### src/rtl/tu_sched_pkg.sv
package tu_sched_pkg;
  typedef enum logic [1:0] {
    LN_IDLE   = 2'd0,
    LN_DELAY  = 2'd1,
    LN_ACTIVE = 2'd2
  } line_state_e;

  // Field positions inside the two configuration words.
  localparam int VHI_LSB  = 0;
  localparam int DLY_LSB  = 16;
  localparam int MOD_BIT  = 0;
  localparam int VLO_LSB  = 1;
  localparam int UCNT_LSB = 16;
  localparam int LCNT_LSB = 20;
endpackage

### src/rtl/tu_cfg_decode.sv
module tu_cfg_decode
  import tu_sched_pkg::*;
#(
  parameter int CFG_W = 32,
  parameter int SYM_W = 7,
  parameter int DLY_W = 16,
  parameter int GRP_W = 4
) (
  input  logic [CFG_W-1:0] cfg_a,
  input  logic [CFG_W-1:0] cfg_b,
  output logic [SYM_W-1:0] v_hi,
  output logic [SYM_W-1:0] v_lo,
  output logic [DLY_W-1:0] delay,
  output logic             mod_en,
  output logic [GRP_W-1:0] up_cnt,
  output logic [GRP_W-1:0] lo_cnt
);
  logic unused_bits;

  always_comb begin
    v_hi   = cfg_a[VHI_LSB +: SYM_W];
    delay  = cfg_a[DLY_LSB +: DLY_W];
    mod_en = cfg_b[MOD_BIT];
    v_lo   = cfg_b[VLO_LSB +: SYM_W];
    up_cnt = cfg_b[UCNT_LSB +: GRP_W];
    lo_cnt = cfg_b[LCNT_LSB +: GRP_W];
  end

  assign unused_bits = ^{cfg_a, cfg_b};
endmodule

### src/rtl/tu_line_timer.sv
module tu_line_timer
  import tu_sched_pkg::*;
#(
  parameter int DLY_W = 16
) (
  input  logic             clk,
  input  logic             rst_n,
  input  logic             line_start,
  input  logic             en,
  input  logic [DLY_W-1:0] delay,
  output logic             active
);
  line_state_e      state_q;
  logic [DLY_W-1:0] wait_q;

  always_ff @(posedge clk) begin
    if (!rst_n) begin
      state_q <= LN_IDLE;
      wait_q  <= '0;
    end else if (line_start) begin
      state_q <= (delay == '0) ? LN_ACTIVE : LN_DELAY;
      wait_q  <= delay;
    end else if (en && state_q == LN_DELAY) begin
      wait_q <= wait_q - 1'b1;
      if (wait_q == DLY_W'(1)) state_q <= LN_ACTIVE;
    end
  end

  assign active = (state_q == LN_ACTIVE);
endmodule

### src/rtl/tu_unit_counter.sv
module tu_unit_counter #(
  parameter int SYM_W = 7,
  parameter int GRP_W = 4,
  localparam int LEN_W = SYM_W - 1
) (
  input  logic             clk,
  input  logic             rst_n,
  input  logic             restart,
  input  logic             step,
  input  logic [LEN_W-1:0] len_m1,
  input  logic [SYM_W-1:0] v_hi,
  input  logic [SYM_W-1:0] v_lo,
  input  logic             mod_en,
  input  logic [GRP_W-1:0] up_cnt,
  input  logic [GRP_W-1:0] lo_cnt,
  output logic             data_slot,
  output logic             last_slot,
  output logic [SYM_W-1:0] slot_idx
);
  logic [SYM_W-1:0] slot_q;
  logic             lower_q;
  logic [GRP_W-1:0] grp_q;
  logic [SYM_W-1:0] v_cur;
  logic             grp_done;

  always_comb begin
    v_cur     = (mod_en && lower_q) ? v_lo : v_hi;
    data_slot = slot_q < v_cur;
    last_slot = slot_q == {1'b0, len_m1};
    grp_done  = ({1'b0, grp_q} + 1'b1) >= {1'b0, (lower_q ? lo_cnt : up_cnt)};
  end

  always_ff @(posedge clk) begin
    if (!rst_n || restart) begin
      slot_q  <= '0;
      lower_q <= 1'b0;
      grp_q   <= '0;
    end else if (step) begin
      if (last_slot) begin
        slot_q <= '0;
        if (mod_en) begin
          if (grp_done) begin
            lower_q <= !lower_q;
            grp_q   <= '0;
          end else begin
            grp_q <= grp_q + 1'b1;
          end
        end
      end else begin
        slot_q <= slot_q + 1'b1;
      end
    end
  end

  assign slot_idx = slot_q;
endmodule

### src/rtl/tu_sched.sv
module tu_sched #(
  parameter int CFG_W = 32,
  parameter int SYM_W = 7,
  parameter int DLY_W = 16,
  parameter int GRP_W = 4,
  localparam int LEN_W = SYM_W - 1
) (
  input  logic             clk,
  input  logic             rst_n,
  input  logic             line_start,
  input  logic             link_en,
  input  logic [LEN_W-1:0] tu_len_m1,
  input  logic [CFG_W-1:0] cfg_a,
  input  logic [CFG_W-1:0] cfg_b,
  output logic             slot_valid,
  output logic             slot_fill,
  output logic             unit_end
);
  logic [SYM_W-1:0] v_hi, v_lo, slot_idx;
  logic [DLY_W-1:0] delay;
  logic             mod_en, active, step, data_slot, last_slot;
  logic [GRP_W-1:0] up_cnt, lo_cnt;

  tu_cfg_decode #(.CFG_W(CFG_W), .SYM_W(SYM_W), .DLY_W(DLY_W), .GRP_W(GRP_W)) u_dec (
    .cfg_a(cfg_a), .cfg_b(cfg_b), .v_hi(v_hi), .v_lo(v_lo), .delay(delay),
    .mod_en(mod_en), .up_cnt(up_cnt), .lo_cnt(lo_cnt)
  );

  tu_line_timer #(.DLY_W(DLY_W)) u_tmr (
    .clk(clk), .rst_n(rst_n), .line_start(line_start), .en(link_en),
    .delay(delay), .active(active)
  );

  assign step = active && link_en;

  tu_unit_counter #(.SYM_W(SYM_W), .GRP_W(GRP_W)) u_cnt (
    .clk(clk), .rst_n(rst_n), .restart(line_start), .step(step),
    .len_m1(tu_len_m1), .v_hi(v_hi), .v_lo(v_lo), .mod_en(mod_en),
    .up_cnt(up_cnt), .lo_cnt(lo_cnt), .data_slot(data_slot),
    .last_slot(last_slot), .slot_idx(slot_idx)
  );

  assign slot_valid = step && data_slot;
  assign slot_fill  = step && !data_slot;
  assign unit_end   = step && last_slot;
endmodule

### config.mk
export PLATFORM = sky130hd
export DESIGN_NAME = tu_sched
export DESIGN_NICKNAME = d
export VERILOG_FILES = /design/src/rtl/tu_sched_pkg.sv /design/src/rtl/tu_cfg_decode.sv /design/src/rtl/tu_line_timer.sv /design/src/rtl/tu_unit_counter.sv /design/src/rtl/tu_sched.sv
export SDC_FILE = /design/constraint.sdc
export NUM_CORES = 1
export LEC_CHECK = 0
export BUFFER_PORTS_ARGS = -buffer_cell sky130_fd_sc_hd__buf_2
export CAP_MARGIN = 20
export CORE_MARGIN = 5
export CORE_UTILIZATION = 40
export DETAILED_ROUTE_END_ITERATION = 7
export GPL_TIMING_DRIVEN = 0
export PLACE_DENSITY = 0.66
export SKIP_CTS_REPAIR_TIMING = 1
export SLEW_MARGIN = 20
export SYNTH_ARGS = -nofsm -noshare
export SYNTH_HDL_FRONTEND = slang
export SYNTH_HIERARCHICAL = 1
export SYNTH_SLANG_ARGS = --single-unit
export TNS_END_PERCENT = 100
### constraint.sdc
create_clock -name clk -period 3.3 [get_ports clk]
set_clock_uncertainty 0.05 [all_clocks]
set_input_delay 0.165 -clock clk [delete_from_list [all_inputs] [get_ports clk]]
set_output_delay 0.165 -clock clk [all_outputs]
set_load 0.01 [all_outputs]
==> key figures <==
Synthesis
  – Seq/Total Area, Yosys: 26.20%
  – Post-Syn Area: 2292 sq um
  – Top-area cell type share of the netlist area: 26.20%
  – Count of cell types in the netlist: 46
  – Post-Syn Instances: 275
  – Synth Flop Type: dfxtp_1
  – Mapped Nets: 363
  – Area leader, netlist: dfxtp_1
  – Syn Area/Cell: 8.335 sq um
  – Post-synthesis register bit count: 30
  – Ys Warns: 6
  – Synth top area cells: dfxtp_1 (26%), buf_4 (13%), ha_1 (7.6%), mux2i_1 (5.2%), xor2_1 (4.6%)
  – FFs w/ async S/R, synth: 0%
  – EDFF count, synth: 0

Clock tree
  – Clk root buf: clkbuf_8
  – Clk_lat worst skew: 0.28 ns
  – H-tree levels: 2
  – CTS tree: built
  – Num CTS Buffers: 5
  – Clock Path Buffers: 2
  – CTS Sinks: 30
  – CTS clock-pin slew for the worst setup and hold paths: 0.06 ns

Die
  – I/O pin total: 77
  – Area of the core: 5540 sq um
  – Die Y: 85.70 um
  – Die width: 85.70 um
  – Initial Utilization: 41.37%
  – Die Area: 7344 sq um
  – Cell row count: 27

Timing
  – Final period utilization: 85.32%
  – Final worst slack: 0.4843 ns
  – Max frequency: 355.2 MHz
  – Setup TNS: 0 ns
  – Final Critical Period: 2.816 ns
  – Final Hold Vio Count: 0
  – Endpoints failing setup: 0
  – Max-slew headroom: 62.65%
  – Worst slew pin tran: 0.5551 ns
  – Slew Limit Fails: 0
  – RSZ-0062 raised after global routing: false

Power
  – Power Dens Cells: 332.5 nW/um^2
  – Peak supply drop: 0.1695 mV
  – Leak: 1.080 nW
  – Tot Pwr: 0.8425 mW

Status
  – Status: complete, no violations

Setup path
  – Crit start category: flop
  – Crit end category: primary output
  – Crit-path max cell delay: 0.38 ns
  – Worst setup path class: flop to primary output
  – Buf/Inv on CP: 2
  – CP arrival: 2.60 ns
  – WP data required: 3.08 ns
  – Cell family with most CP delay: compound AO/OA/AOI/OAI gates
  – Crit-path cells: clkbuf_1, nand2_1, mux2i_1, ha_1, a2111oi_0, a31o_2, and3b_1, buf_2
  – Critical path's slowest cell: a2111oi_0
  – R2R Setup Slk: 0.67 ns
  – Max FO, Critical Path: 7

Route
  – Final WL: 4.727 mm
  – Wire length per cell: 12.88 um
  – Final ANT Viol Nets: 0
  – Router iterations before antenna repair: 4
  – DR iter-0 viols: 81
  – Vias per cell: 5.302
  – Vias: 1,946
  – DR DRC count: 0

Placement
  – I/O Buffers: 12
  – Post-Place Worst Slack: 0.6861 ns
  – Hpwl dp: 3.721 mm
  – RD Place Congestion: 0.8304
  – DP Area: 2442 sq um

Layout
  – Layout Nets: 382
  – ANT cells: 0
  – Fin area: 2534 sq um
  – Layout cell share with drive strength beyond 1: 22.37%
  – Area Overhead vs Synth: 10.53%

Flow run
  – Max cap viols: 0

Global routing
  – Initial antenna violation count: 0
  – GRT overflow: 0
  – First-pass GRT wire length: 8.245 mm
  – Vias in the first global route: 1,955
  – Pin count of the biggest net entering global routing: 11
  – Total GRT Usage: 13.78%

Hold path
  – Hold crit path type: primary input to flop
metrics by stage:
| stage | hold WS, ns | instances | utilization [%] |
|---|---|---|---|
| 2_1_floorplan | 0.2510 | 275 | - |
| 3_3_place_gp | 0.3728 | 359 | 44.08 |
| 3_5_place_dp | 0.3853 | 359 | 44.08 |
| 4_1_cts | 0.08048 | 367 | 45.73 |
| 5_1_grt | 0.1120 | 367 | 45.73 |
| 6_report | 0.08981 | 367 | 45.73 |
cells by family after synthesis:
| family | Yosys count | share of synthesized area [%] |
|---|---|---|
| AOI/OAI and AO/OA | 62 | 16.54 |
| xor gates and xnor gates | 21 | 8.024 |
| adders and majority gates | 14 | 7.642 |
| buffers and inverters | 55 | 15.45 |
| DFF | 30 | 26.20 |
| muxes | 13 | 5.732 |
| and+or+nand+nor | 80 | 20.42 |
where the power goes:
group | total, mW | internal (mW) | leakage (nW) | switching [mW]
sequential | 0.397 | 0.379 | 0.246 | 0.0183
clock | 0.301 | 0.168 | 0.0482 | 0.134
combinational | 0.144 | 0.0755 | 0.785 | 0.0687
worst register-to-register path, cell delays in order, from the launching register on:
cell and delay, ns:
dfxtp_1 0.30, clkbuf_1 0.28, mux2_2 0.38, ha_1 0.26
nand2b_1 0.14, a2111o_1 0.46, a32o_1 0.24, or3_1 0.31
a21oi_1 0.13
path summary, 6_finish.rpt:
| check | start | endpoint | cells after the start |
|---|---|---|---|
| max | u_cnt/lower_q$_SDFFE_PP0P_ | slot_fill | 8 |
| min | cfg_a[18] | u_tmr/wait_q[2]$_SDFFE_PN0P_ | 3 |
| max reg2reg | u_cnt/lower_q$_SDFFE_PP0P_ | u_cnt/grp_q[1]$_SDFFE_PP0P_ | 8 |
| min reg2reg | u_cnt/grp_q[1]$_SDFFE_PP0P_ | u_cnt/grp_q[1]$_SDFFE_PP0P_ | 2 |
cell usage after synthesis, drive strengths merged, types with 2 or more instances:
cell type  number
clkbuf          6
buf            41
nand3           6
a31oi           5
or3             6
nand4b          3
o31ai           3
o21ai          20
nand2          14
a2111o          2
mux2i          12
and3            2
a21o            2
nand3b          3
xor2           12
a21oi          20
or4             6
ha             14
nor4            9
nor3            4
dfxtp          30
nand4           4
inv             8
nand2b          5
and3b           2
nor2           13
xnor2           9
sequential cells by signal, summed over array words and instances, names as in the netlist:
register / count
u_tmr/state_q: 2
u_cnt/slot_idx: 7
u_cnt/lower_q: 1
u_tmr/wait_q: 16
u_cnt/grp_q: 4
placed cells by master (no fill, tap or decap), types with 4 or more instances in the layout:
master,n
inv_1,8
nand2_1,14
or3_1,6
nor2_1,13
ha_1,14
nand3_1,6
dfxtp_1,30
a31oi_1,5
mux2i_1,12
o21ai_0,20
a21oi_1,20
or4_1,4
xnor2_1,9
xor2_1,12
nor4_1,8
buf_2,13
clkbuf_1,7
nor3_1,4
nand2b_1,5
buf_4,39
clkbuf_8,6
layer usage:
metal	wire length, um	vias to the layer above	part of all wire (%)	GRT usage [%]
met3	340	5	7.2	5.091
met2	2163	49	46	23.23
met1	2169	888	46	16.21
li1	-	1004	-	-
met4	53	0	1.1	4.317
met5	0	-	0	0
area by class of cell:
class | count | area [sq um]
Buffer | 47 | 324.1
Clock buffer | 7 | 86.33
Clock inverter | 1 | 5.005
Fill cell | 558 | 3007
Inverter | 8 | 30.03
Multi-Input combinational cell | 190 | 1338
Sequential cell | 30 | 600.6
Tap cell | 72 | 90.09
Timing Repair Buffer | 12 | 60.06
Note: power is estimated with default switching activity, not from simulation.
